File: src/rtl/cctimer.sv
module cctimer #(
  parameter int W  = 16,
  parameter int PW = 7
) (
  input  logic         clk,
  input  logic         rst_n,
  input  logic         bus_wr,
  input  logic [3:0]   bus_addr,
  input  logic [W-1:0] bus_wdata,
  output logic [W-1:0] bus_rdata,
  input  logic [3:0]   cap_in,
  output logic [3:0]   cmp_out,
  output logic [4:0]   irq
);
  localparam logic [3:0] A_CTRL = 4'd0, A_MODE = 4'd1, A_IEN = 4'd2,
                         A_FLAG = 4'd3, A_CNT  = 4'd4, A_GR   = 4'd5;

  logic [9:0]   ctrl;
  logic [11:0]  mode;
  logic [4:0]   ien, flags;
  logic [W-1:0] cnt;
  logic [W-1:0] gr [4];
  logic [PW-1:0] pre;
  logic [3:0]   s1, s2, s3, pin, pin_n;

  wire       run  = ctrl[6];
  wire       pwm  = ctrl[7];
  wire [1:0] bufen = ctrl[9:8];
  wire [2:0] clrsel = ctrl[5:3];
  wire [1:0] ci = clrsel[1:0] - 2'd1;
  wire       clr_on = (clrsel >= 3'd1) && (clrsel <= 3'd4);

  wire [PW-1:0] mask = (PW'(1) << ctrl[2:0]) - PW'(1);
  wire tick = run && ((pre & mask) == mask);

  wire [3:0] rise = s2 & ~s3;
  wire [3:0] fall = ~s2 & s3;

  logic [3:0] is_cap, capev, cmpev;
  always_comb begin
    for (int n = 0; n < 4; n++) begin
      is_cap[n] = mode[3*n+2];
      capev[n]  = is_cap[n] && ((mode[3*n] && rise[n]) || (mode[3*n+1] && fall[n]));
      cmpev[n]  = !is_cap[n] && tick && (cnt == gr[n]);
    end
  end

  wire [3:0] ev      = capev | cmpev;
  wire       clr     = clr_on && ev[ci];
  wire       cmp_clr = clr_on && cmpev[ci];
  wire       ovf     = tick && !clr && (cnt == '1);

  wire wr_cnt  = bus_wr && bus_addr == A_CNT;
  wire wr_flag = bus_wr && bus_addr == A_FLAG;

  always_ff @(posedge clk or negedge rst_n) begin
    if (!rst_n) begin
      ctrl <= '0; mode <= '0; ien <= '0; flags <= '0;
      cnt <= '0; pre <= '0; s1 <= '0; s2 <= '0; s3 <= '0; pin <= '0;
    end else begin
      if (bus_wr && bus_addr == A_CTRL) ctrl <= bus_wdata[9:0];
      if (bus_wr && bus_addr == A_MODE) mode <= bus_wdata[11:0];
      if (bus_wr && bus_addr == A_IEN)  ien  <= bus_wdata[4:0];
      flags <= (wr_flag ? (flags & bus_wdata[4:0]) : flags) | {ovf, ev};
      if (wr_cnt)    cnt <= bus_wdata;
      else if (clr)  cnt <= '0;
      else if (tick) cnt <= cnt + W'(1);
      pre <= run ? pre + PW'(1) : '0;
      s1 <= cap_in; s2 <= s1; s3 <= s2;
      pin <= pin_n;
    end
  end

  for (genvar n = 0; n < 4; n++) begin : g_reg
    logic [W-1:0] q, src;
    logic reload;
    if (n < 2) begin : g_main
      assign reload = bufen[n] && !is_cap[n] && cmp_clr;
      assign src    = gr[n+2];
    end else begin : g_buf
      assign reload = bufen[n-2] && is_cap[n-2] && capev[n-2];
      assign src    = gr[n-2];
    end
    always_ff @(posedge clk or negedge rst_n) begin
      if (!rst_n)                                   q <= '1;
      else if (bus_wr && bus_addr == A_GR + 4'(n))  q <= bus_wdata;
      else if (capev[n])                            q <= cnt;
      else if (reload)                              q <= src;
    end
    assign gr[n] = q;
  end

  always_comb begin
    pin_n = pin;
    for (int n = 0; n < 4; n++) begin
      logic [1:0] t;
      t = pwm ? 2'(n & 2) : 2'(n);
      if (cmpev[n]) begin
        case (mode[3*n +: 2])
          2'b01:   pin_n[t] = 1'b0;
          2'b10:   pin_n[t] = 1'b1;
          2'b11:   pin_n[t] = ~pin_n[t];
          default: ;
        endcase
      end
    end
  end

  assign cmp_out = pwm ? {1'b0, pin[2], 1'b0, pin[0]} : pin;
  assign irq     = flags & ien;

  always_comb begin
    case (bus_addr)
      A_CTRL:  bus_rdata = W'(ctrl);
      A_MODE:  bus_rdata = W'(mode);
      A_IEN:   bus_rdata = W'(ien);
      A_FLAG:  bus_rdata = W'(flags);
      A_CNT:   bus_rdata = cnt;
      4'd5:    bus_rdata = gr[0];
      4'd6:    bus_rdata = gr[1];
      4'd7:    bus_rdata = gr[2];
      4'd8:    bus_rdata = gr[3];
      default: bus_rdata = '0;
    endcase
  end
endmodule

File: config.mk
export PLATFORM = sky130hd
export DESIGN_NAME = cctimer
export DESIGN_NICKNAME = d
export VERILOG_FILES = /design/src/rtl/cctimer.sv
export SDC_FILE = /design/constraint.sdc
export NUM_CORES = 1
export LEC_CHECK = 0
export CORE_MARGIN = 2
export CORE_UTILIZATION = 60
export CTS_CLUSTER_DIAMETER = 60
export CTS_CLUSTER_SIZE = 25
export DETAILED_ROUTE_END_ITERATION = 7
export HOLD_SLACK_MARGIN = 0.02
export PLACE_DENSITY_LB_ADDON = 0.15
export SLEW_MARGIN = 20
export SYNTH_ARGS = -nofsm -noshare
export SYNTH_HDL_FRONTEND = slang
export SYNTH_SLANG_ARGS = --single-unit
export TNS_END_PERCENT = 30
File: constraint.sdc
create_clock -name clk -period 5.87 [get_ports clk]
set_clock_uncertainty 0.2 [all_clocks]
set_input_delay 0.587 -clock clk [delete_from_list [all_inputs] [get_ports clk]]
set_output_delay 0.587 -clock clk [all_outputs]
set_load 0.02 [all_outputs]
==> flow_summary.json, run 1 <==
{
  "start_util_pct": 61.5,
  "setup_tns_ps": 0,
  "nNetsFinal": 1002,
  "via_per_inst": 6.62,
  "reg2reg_depth": 13,
  "dr.first_iter.drc_count": 1125,
  "yosysSeqAreaShare_pct": 38.5,
  "dieArea_um2": 16000,
  "final_hold_viol_count": 0,
  "highest_layer": "met4",
  "diodes": 0,
  "antenna_found_initial": 0,
  "synth_top_area_share_pct": 19.8,
  "multi_input_area_um2": 5120,
  "critPathKind": "in -> out",
  "io_buffers": 51,
  "wl_met1_mm": 11.5,
  "core_area_um2": 14600,
  "power_frac_seq_pct": 43.9,
  "vdd_drop_max_uv": 296,
  "worstHoldPathType": "in -> async",
  "max_slew_margin_pct": 23.8,
  "clk_pin_slew_ps": 60,
  "ys.warnings.count": 0,
  "rows": 44,
  "cts_sinks": 135,
  "cts_resized": 0,
  "area_growth_pct": 12.3,
  "routed-wl-met2_mm": 12.5,
  "cts_setup_buffers": 0,
  "dr_wl_met3_mm": 3.26,
  "r2r_end": "pin[2]$_DFF_PN0_",
  "die_h_um": 126,
  "first_global_vias": 7333,
  "netlist_top_cells_area": "dfrtp_1 20%, dfstp_2 19%, xor2_1 6.7%",
  "syn_area_um2": 8980,
  "p_sw_w": 0.00196,
  "crit_family": "simple AND/OR/NAND/NOR gates",
  "syn-num-nets": 992,
  "crit_fanout": 19,
  "cts_max_level": 4,
  "final_max_slew_viol_count": 0,
  "power_w": 0.00477,
  "synthFlopType": "dfrtp_1",
  "r2r_setup_slack_ps": 2130,
  "crit_path_start": "bus_addr[3]",
  "clockRootBuffer": "clkbuf_16",
  "cp_cell_sequence": "clkdlybuf4s50_1, nand2b_1, nor2_1, a22oi_1, nand3_1, nor2_1, o21ai_0, clkdlybuf4s50_1",
  "insertion_delay_ps": 430,
  "mostFrequentLayoutCells": "139 x nand2_1, 77 x o21ai_0, 71 x dfrtp_1",
  "pwr-share-comb_pct": 33.3,
  "ys_seq_elements": 135,
  "fmax_mhz": 217,
  "rsz0062_at_grt": "no",
  "clockBufferDepth": 2,
  "fin_crit_ps": 4610,
  "synth_edf_count": 0,
  "cp.arrival_ps": 3820,
  "routed_wl_mm": 28.5,
  "fillers": 1148,
  "synth.distinct_cells": 67,
  "post-route-period-util_pct": 78.5,
  "drc": 0,
  "cp_num_buf_inv": 2,
  "grt_max_degree": 90,
  "intPower_w": 0.00281,
  "setup_viol": 0,
  "cp-endpoint": "bus_rdata[1]",
  "register_area_um2": 3460,
  "maxCapViolations": 0,
  "drive_gt1_share_pct": 20.8,
  "async_flop_share_pct": 100,
  "slowest_delay_ps": 900,
  "syn-mean-instance-area_um2": 9.37,
  "grt_usage_pct": 36.4,
  "cp.required_ps": 5080,
  "holdBufCountCts": 0,
  "synth_cells": 958,
  "drt-pass1-iter-count": 8,
  "powerDensity_nw_per_um2": 473,
  "p_leak_nw": 4.48,
  "hpwl_mm": 19.0,
  "num_io_pins": 52,
  "synth_largest_area_cell": "dfrtp_1",
  "grt_pass1_wl_mm": 43.7,
  "grt_overflow": 0,
  "cp_num_cells": 8,
  "place.gp.congestion": 1.01,
  "ant_nets": 0,
  "cp-end-kind": "primary output",
  "p_clk_share_pct": 22.9,
  "dieWidth_um": 126,
  "cpMaxStageDelayCell": "nor2_1",
  "switching_share_pct": 41.2,
  "wl_per_cell_um": 24.5,
  "cts_buffers": 17,
  "status": "completed",
  "r2r-start": "ctrl[2]$_DFFE_PN0P_",
  "cts_tree": "done",
  "start_kind": "input port",
  "worst_pin_slew_ps": 1140,
  "final_common_cell": "nand2_1",
  "vias": 7714
}
-- cell usage after synthesis (9+ instances only) --
cell and number:
dfstp_2 64, mux2i_1 49, mux2_4 10, nor2_1 56, a211oi_2 10, clkbuf_1 44
nand3_1 23, a222oi_1 15, nor3_1 16, nor4_1 11, nor2b_1 12, buf_4 12
and2_1 12, o21ai_0 77, and3_1 9, mux2_2 42, xor2_1 69, a21oi_1 56
mux2_1 10, xnor2_1 16, inv_1 11, a22oi_1 19, nand2_1 139, dfrtp_1 71
-- power groups by stage --
stage	combinational, W	clock, W	sequential (W)
final	0.00159	0.00109	0.00209
after global routing	0.00173	0.00114	0.00212
after CTS	0.00156	0.00110	0.00205
after detailed placement	0.00155	0	0.00206
after global placement	0.00151	0	0.00206
after floorplan	0.00136	0	0.00168
-- metal layers --
layer  vias to the layer above  track usage, %
met3                       101            8.94
li1                       3429               -
met4                         0            16.0
met5                         -               0
met2                       478            53.8
met1                      3706            51.3
-- metrics by stage --
step	worst slack (ps)	std cells	cell area [um^2]	utilization [%]	hold WS [ps]
after floorplan	2550	958	8980	-	91.4
after global placement	1380	1133	9480	65.0	133
after detailed placement	1320	1133	9480	65.0	135
after CTS	1310	1165	10100	69.0	51.5
after global routing	1110	1165	10100	69.1	82.5
final	1260	1165	10100	69.1	9.65
-- worst min path at each step --
stage	to	startpoint	cells past startpoint	slack, ps
6_report	ien[1]$_DFFE_PN0P_	rst_n	1	10
5_1_grt	ien[1]$_DFFE_PN0P_	rst_n	1	80
4_1_cts	ien[1]$_DFFE_PN0P_	rst_n	1	50
3_5_place_dp	s2[1]$_DFF_PN0_	s1[1]$_DFF_PN0_	0	130
3_3_place_gp	s2[1]$_DFF_PN0_	s1[1]$_DFF_PN0_	0	130
2_1_floorplan	cnt[0]$_DFFE_PN0P_	rst_n	0	90
-- layout make-up --
class                   instances  area share [%]
flip-flops and latches        135            34.3
well taps                     184            2.28
multi-input cells             736            50.8
repair buffers                 67            6.27
clock inverters                15            1.66
inverters                      11           0.410
clock buffers                  17            4.22
-- kinds of logic (layout without fill, tap and decap cells) --
group                      after synthesis  in the layout  synth area share [%]
buffers and inverters                   87            110                  4.74
DFF                                    135            135                  38.5
muxes                                  115            115                  14.7
AOI/OAI and AO/OA                      212            212                  15.7
adders and majority gates                7              7                 0.976
and+or+nand+nor                        317            317                  17.1
xor gates and xnor gates                85             85                  8.29
-- state kept, by name, indices dropped and copies added, names as in the netlist --
register / flops
ien: 5
s2: 4
s3: 4
g.src: 32
mode: 12
ctrl: 10
flags: 5
pin: 4
g.q: 32
pre: 7
s1: 4
cnt: 16
Power figures use the tool's default switching activity.
==> run 2, diff against run 1 <==
clock period = 4.43 ns   (was 5.87 ns; I/O delays follow)
==> flow_summary.json, run 2 (same netlist as run 1, synthesis figures left out) <==
{
  "status": "completed",
  "use_met1_pct": 52.1,
  "die_h_um": 126,
  "final_max_slew_viol_count": 0,
  "gr-usage-met3_pct": 8.48,
  "grt_max_degree": 108,
  "final_common_cell": "nand2_1",
  "cts_sinks": 135,
  "cp-end-kind": "flip-flop",
  "drc": 0,
  "cp.required_ps": 4520,
  "dieArea_um2": 16000,
  "cts_tree": "done",
  "clockRootBuffer": "clkbuf_16",
  "max_slew_margin_pct": 30.8,
  "num_io_pins": 52,
  "vias": 7785,
  "mostFrequentLayoutCells": "139 x nand2_1, 77 x o21ai_0, 71 x dfrtp_1",
  "place.gp.congestion": 1.03,
  "setup_viol": 0,
  "clockBufferDepth": 2,
  "start_util_pct": 61.5,
  "crit_fanout": 12,
  "start_kind": "flip-flop",
  "core_area_um2": 14600,
  "antenna_found_initial": 0,
  "worst_pin_slew_ps": 1040,
  "setup_tns_ps": 0,
  "cp.arrival_ps": 3880,
  "dieWidth_um": 126,
  "area_growth_pct": 13.1,
  "post-route-period-util_pct": 85.4,
  "grt_overflow": 0,
  "grt_usage_pct": 36.2,
  "wl_per_cell_um": 23.9,
  "fin_crit_ps": 3780,
  "rows": 44,
  "drive_gt1_share_pct": 21.0,
  "top_usage_layer": "met2",
  "p_leak_nw": 4.53,
  "powerDensity_nw_per_um2": 623,
  "hpwl_mm": 19.3,
  "routed_wl_mm": 28.1,
  "ant_nets": 0,
  "holdBufCountCts": 1,
  "fmax_mhz": 264,
  "drt-pass1-iter-count": 8,
  "cts_buffers": 17,
  "io_buffers": 51,
  "use_met2_pct": 52.7,
  "via_per_inst": 6.63,
  "cts_resized": 0,
  "vdd_drop_max_uv": 405,
  "diodes": 0,
  "cts_max_level": 4,
  "first_global_vias": 7415,
  "final_hold_viol_count": 0,
  "cts_setup_buffers": 0,
  "worstHoldPathType": "reg -> reg",
  "rsz0062_at_grt": "no",
  "grt_pass1_wl_mm": 43.7,
  "maxCapViolations": 0,
  "clk_pin_slew_ps": 60,
  "whs_ps": 147,
  "dr.first_iter.drc_count": 990,
  "critPathKind": "reg -> reg",
  "insertion_delay_ps": 440,
  "nNetsFinal": 1013
}
run 2: cell types whose count changed in the layout (fill, tap and decap cells not counted), sizes merged:
cell and change:
dlygate4sd3 +1, inv -5, clkinv +1, buf +10
bufinv +1, clkbuf +2
run 2: area by class of cell:
cell class | instances | area (um^2)
Clock inverter | 12 | 154
Fill cell | 1112 | 4430
Sequential cell | 135 | 3460
Inverter | 11 | 41.3
Multi-Input combinational cell | 736 | 5100
Timing Repair Buffer | 78 | 737
Clock buffer | 19 | 433
Tap cell | 184 | 230
run 2: worst paths after layout:
kind / startpoint / to / slack (ps) / depth (start not counted)
max: cnt[1]$_DFFE_PN0P_ / cnt[7]$_DFFE_PN0P_ / 650 / 8
min: s1[0]$_DFF_PN0_ / s2[0]$_DFF_PN0_ / 150 / 0
max reg2reg: cnt[1]$_DFFE_PN0P_ / cnt[7]$_DFFE_PN0P_ / 650 / 8
min reg2reg: s1[0]$_DFF_PN0_ / s2[0]$_DFF_PN0_ / 150 / 0
max in group asynchronous: rst_n / g_reg[1].src[8]$_DFFE_PN1P_ / 2450 / 3
min in group asynchronous: rst_n / ien[3]$_DFFE_PN0P_ / 500 / 2
run 2: critical path, cell delays in order, from the launching register on:
cell and delay (ps):
dfrtp_1 690, xor2_1 240, nor4_1 560, nand4_1 230, nor3_1 540, a21oi_1 240, nor4b_4 570, buf_4 310
a211oi_2 50
run 2: metrics by stage:
| step | total power, W | instance area (um^2) | utilization, % | instances | setup slack, ps |
|---|---|---|---|---|---|
| detailed placement | 0.00478 | 9540 | 65.4 | 1142 | 827 |
| global route | 0.00662 | 10200 | 69.6 | 1175 | 582 |
| CTS | 0.00625 | 10100 | 69.5 | 1174 | 763 |
| global placement | 0.00475 | 9540 | 65.4 | 1142 | 784 |
| floorplan | 0.00402 | 8980 | - | 958 | 1110 |
| finish | 0.00632 | 10200 | 69.6 | 1175 | 649 |
run 2: power breakdown:
group / switching [W] / internal [W]
clock: 0.000569 / 0.000881
sequential: 0.000896 / 0.00186
combinational: 0.00110 / 0.00102
total: 0.00256 / 0.00376
run 2: routing by layer:
layer  up-vias  routed length (um)
met5         -                   0
met4         0                1070
met3        94                2800
met2       488               12300
met1      3761               12000
li1       3442                   -
==> run 3, diff against run 2 <==
DONT_BUFFER_PORTS = 1   (was not set)
GPL_ROUTABILITY_DRIVEN = 0   (was not set)
==> flow_summary.json, run 3 (same netlist as run 1, synthesis figures left out) <==
{
  "status": "complete, but fails checks",
  "multi_input_area_um2": 5100,
  "whs_ps": 23.4,
  "cp_cell_sequence": "or3_1, ha_1, xnor2_1, o211ai_2, nor2_2, buf_4, a31o_2, nand2_1, inv_1, ha_1, or3b_2, a21oi_1, nor2_1",
  "dr.first_iter.drc_count": 1291,
  "cts_tree": "done",
  "grt_overflow": 0,
  "vdd_drop_max_uv": 378,
  "diodes": 0,
  "via_per_inst": 6.96,
  "drive_gt1_share_pct": 21.7,
  "nNetsFinal": 977,
  "cts_resized": 0,
  "drc": 26,
  "cp.arrival_ps": 3590,
  "cpMaxStageDelayCell": "dfrtp_1",
  "cts_setup_buffers": 0,
  "setup_viol": 0,
  "fmax_mhz": 289,
  "worstHoldPathType": "in -> reg",
  "start_kind": "flip-flop",
  "rows": 44,
  "register_area_um2": 3460,
  "first_global_vias": 7755,
  "io_buffers": 0,
  "cp-end-kind": "flip-flop",
  "clockBufferDepth": 2,
  "grt_max_degree": 136,
  "r2r-start": "ctrl[2]$_DFFE_PN0P_",
  "core_area_um2": 14600,
  "setup_tns_ps": 0,
  "clk_pin_slew_ps": 60,
  "fin_crit_ps": 3470,
  "grt_usage_pct": 38.2,
  "die_h_um": 126,
  "final_max_slew_viol_count": 0,
  "p_leak_nw": 4.39,
  "powerDensity_nw_per_um2": 633,
  "fillers": 1133,
  "hp-start": "bus_wdata[13]",
  "drt-pass1-iter-count": 8,
  "critPathKind": "reg -> reg",
  "cp.required_ps": 4550,
  "vias": 7930,
  "post-route-period-util_pct": 78.2,
  "worst_pin_slew_ps": 918,
  "final_hold_viol_count": 0,
  "start_util_pct": 61.5,
  "violations": "design-rule violations",
  "hpwl_mm": 19.9,
  "antenna_found_initial": 0,
  "final_area_um2": 9800,
  "rsz0062_at_grt": "no",
  "cts_buffers": 17,
  "insertion_delay_ps": 440,
  "holdBufCountCts": 22,
  "ant_nets": 0,
  "cts_sinks": 135,
  "final_common_cell": "nand2_1",
  "crit_top_cell": "ha_1",
  "clockRootBuffer": "clkbuf_16",
  "crit_fanout": 14,
  "dpl-instance-area_um2": 8980,
  "num_io_pins": 52,
  "cts_max_level": 4,
  "crit_path_start": "ctrl[2]$_DFFE_PN0P_",
  "wl_per_cell_um": 26.1,
  "maxCapViolations": 0,
  "max_slew_margin_pct": 38.8,
  "area_growth_pct": 9.14,
  "mostFrequentLayoutCells": "139 x nand2_1, 77 x o21ai_0, 71 x dfrtp_1",
  "dieArea_um2": 16000,
  "routed_wl_mm": 29.8,
  "dieWidth_um": 126,
  "slowest_delay_ps": 460,
  "grt_pass1_wl_mm": 46.4
}
## run 3: changes by cell type in the layout (fill, tap and decap cells not counted), moves of 2 or more
cell | before | now
bufinv_16 | 3 | 1
clkdlybuf4s50_1 | 50 | 0
buf_4 | 24 | 20
dlygate4sd3_1 | 1 | 21
inv_6 | 1 | 6
clkbuf_1 | 2 | 0
## run 3: critical path: cells and delay by family, from the launching register on
family,cells,cell delay (ps)
flip-flops,1,460
XOR/XNOR,1,170
buffers and inverters,2,250
adder cells (fa/ha/maj),2,420
AO/OA/AOI/OAI,3,790
AND/OR/NAND/NOR,5,1050
## run 3: through the flow
step           cells  util, %  total power, W  worst slack, ps
2_1_floorplan    958        -         0.00402             1110
3_3_place_gp    1086     61.6         0.00454             1150
3_5_place_dp    1086     61.6         0.00464             1020
4_1_cts         1140     67.1         0.00611             1010
5_1_grt         1140     67.2         0.00647              810
6_report        1140     67.2         0.00620              964
## run 3: final timing paths
path	to	slack [ps]	depth (start not counted)
min in group asynchronous	ien[0]$_DFFE_PN0P_	430	2
setup reg to reg	pin[2]$_DFF_PN0_	960	13
max in group asynchronous	cnt[0]$_DFFE_PN0P_	3010	2
hold reg to reg	s2[1]$_DFF_PN0_	150	0
setup / recovery	pin[2]$_DFF_PN0_	960	13
hold / removal	g_reg[1].src[13]$_DFFE_PN1P_	20	2
## run 3: power breakdown
group | switching [W] | internal [W]
Sequential | 0.000857 | 0.00186
Clock | 0.000611 | 0.000800
Combinational | 0.00113 | 0.000941
## run 3: per-layer routing
layer	routed length [um]	global-route usage, %
met1	11700	52.2
met5	0	0
met3	3390	9.95
met4	1610	18.3
met2	13100	57.1
## run 3: layout make-up
type,instances,area share (%)
clock inverters,14,1.39
clock buffers,18,4.48
repair buffers,42,3.96
flip-flops and latches,135,35.3
well taps,184,2.35
inverters,11,0.421
multi-input cells,736,52.1
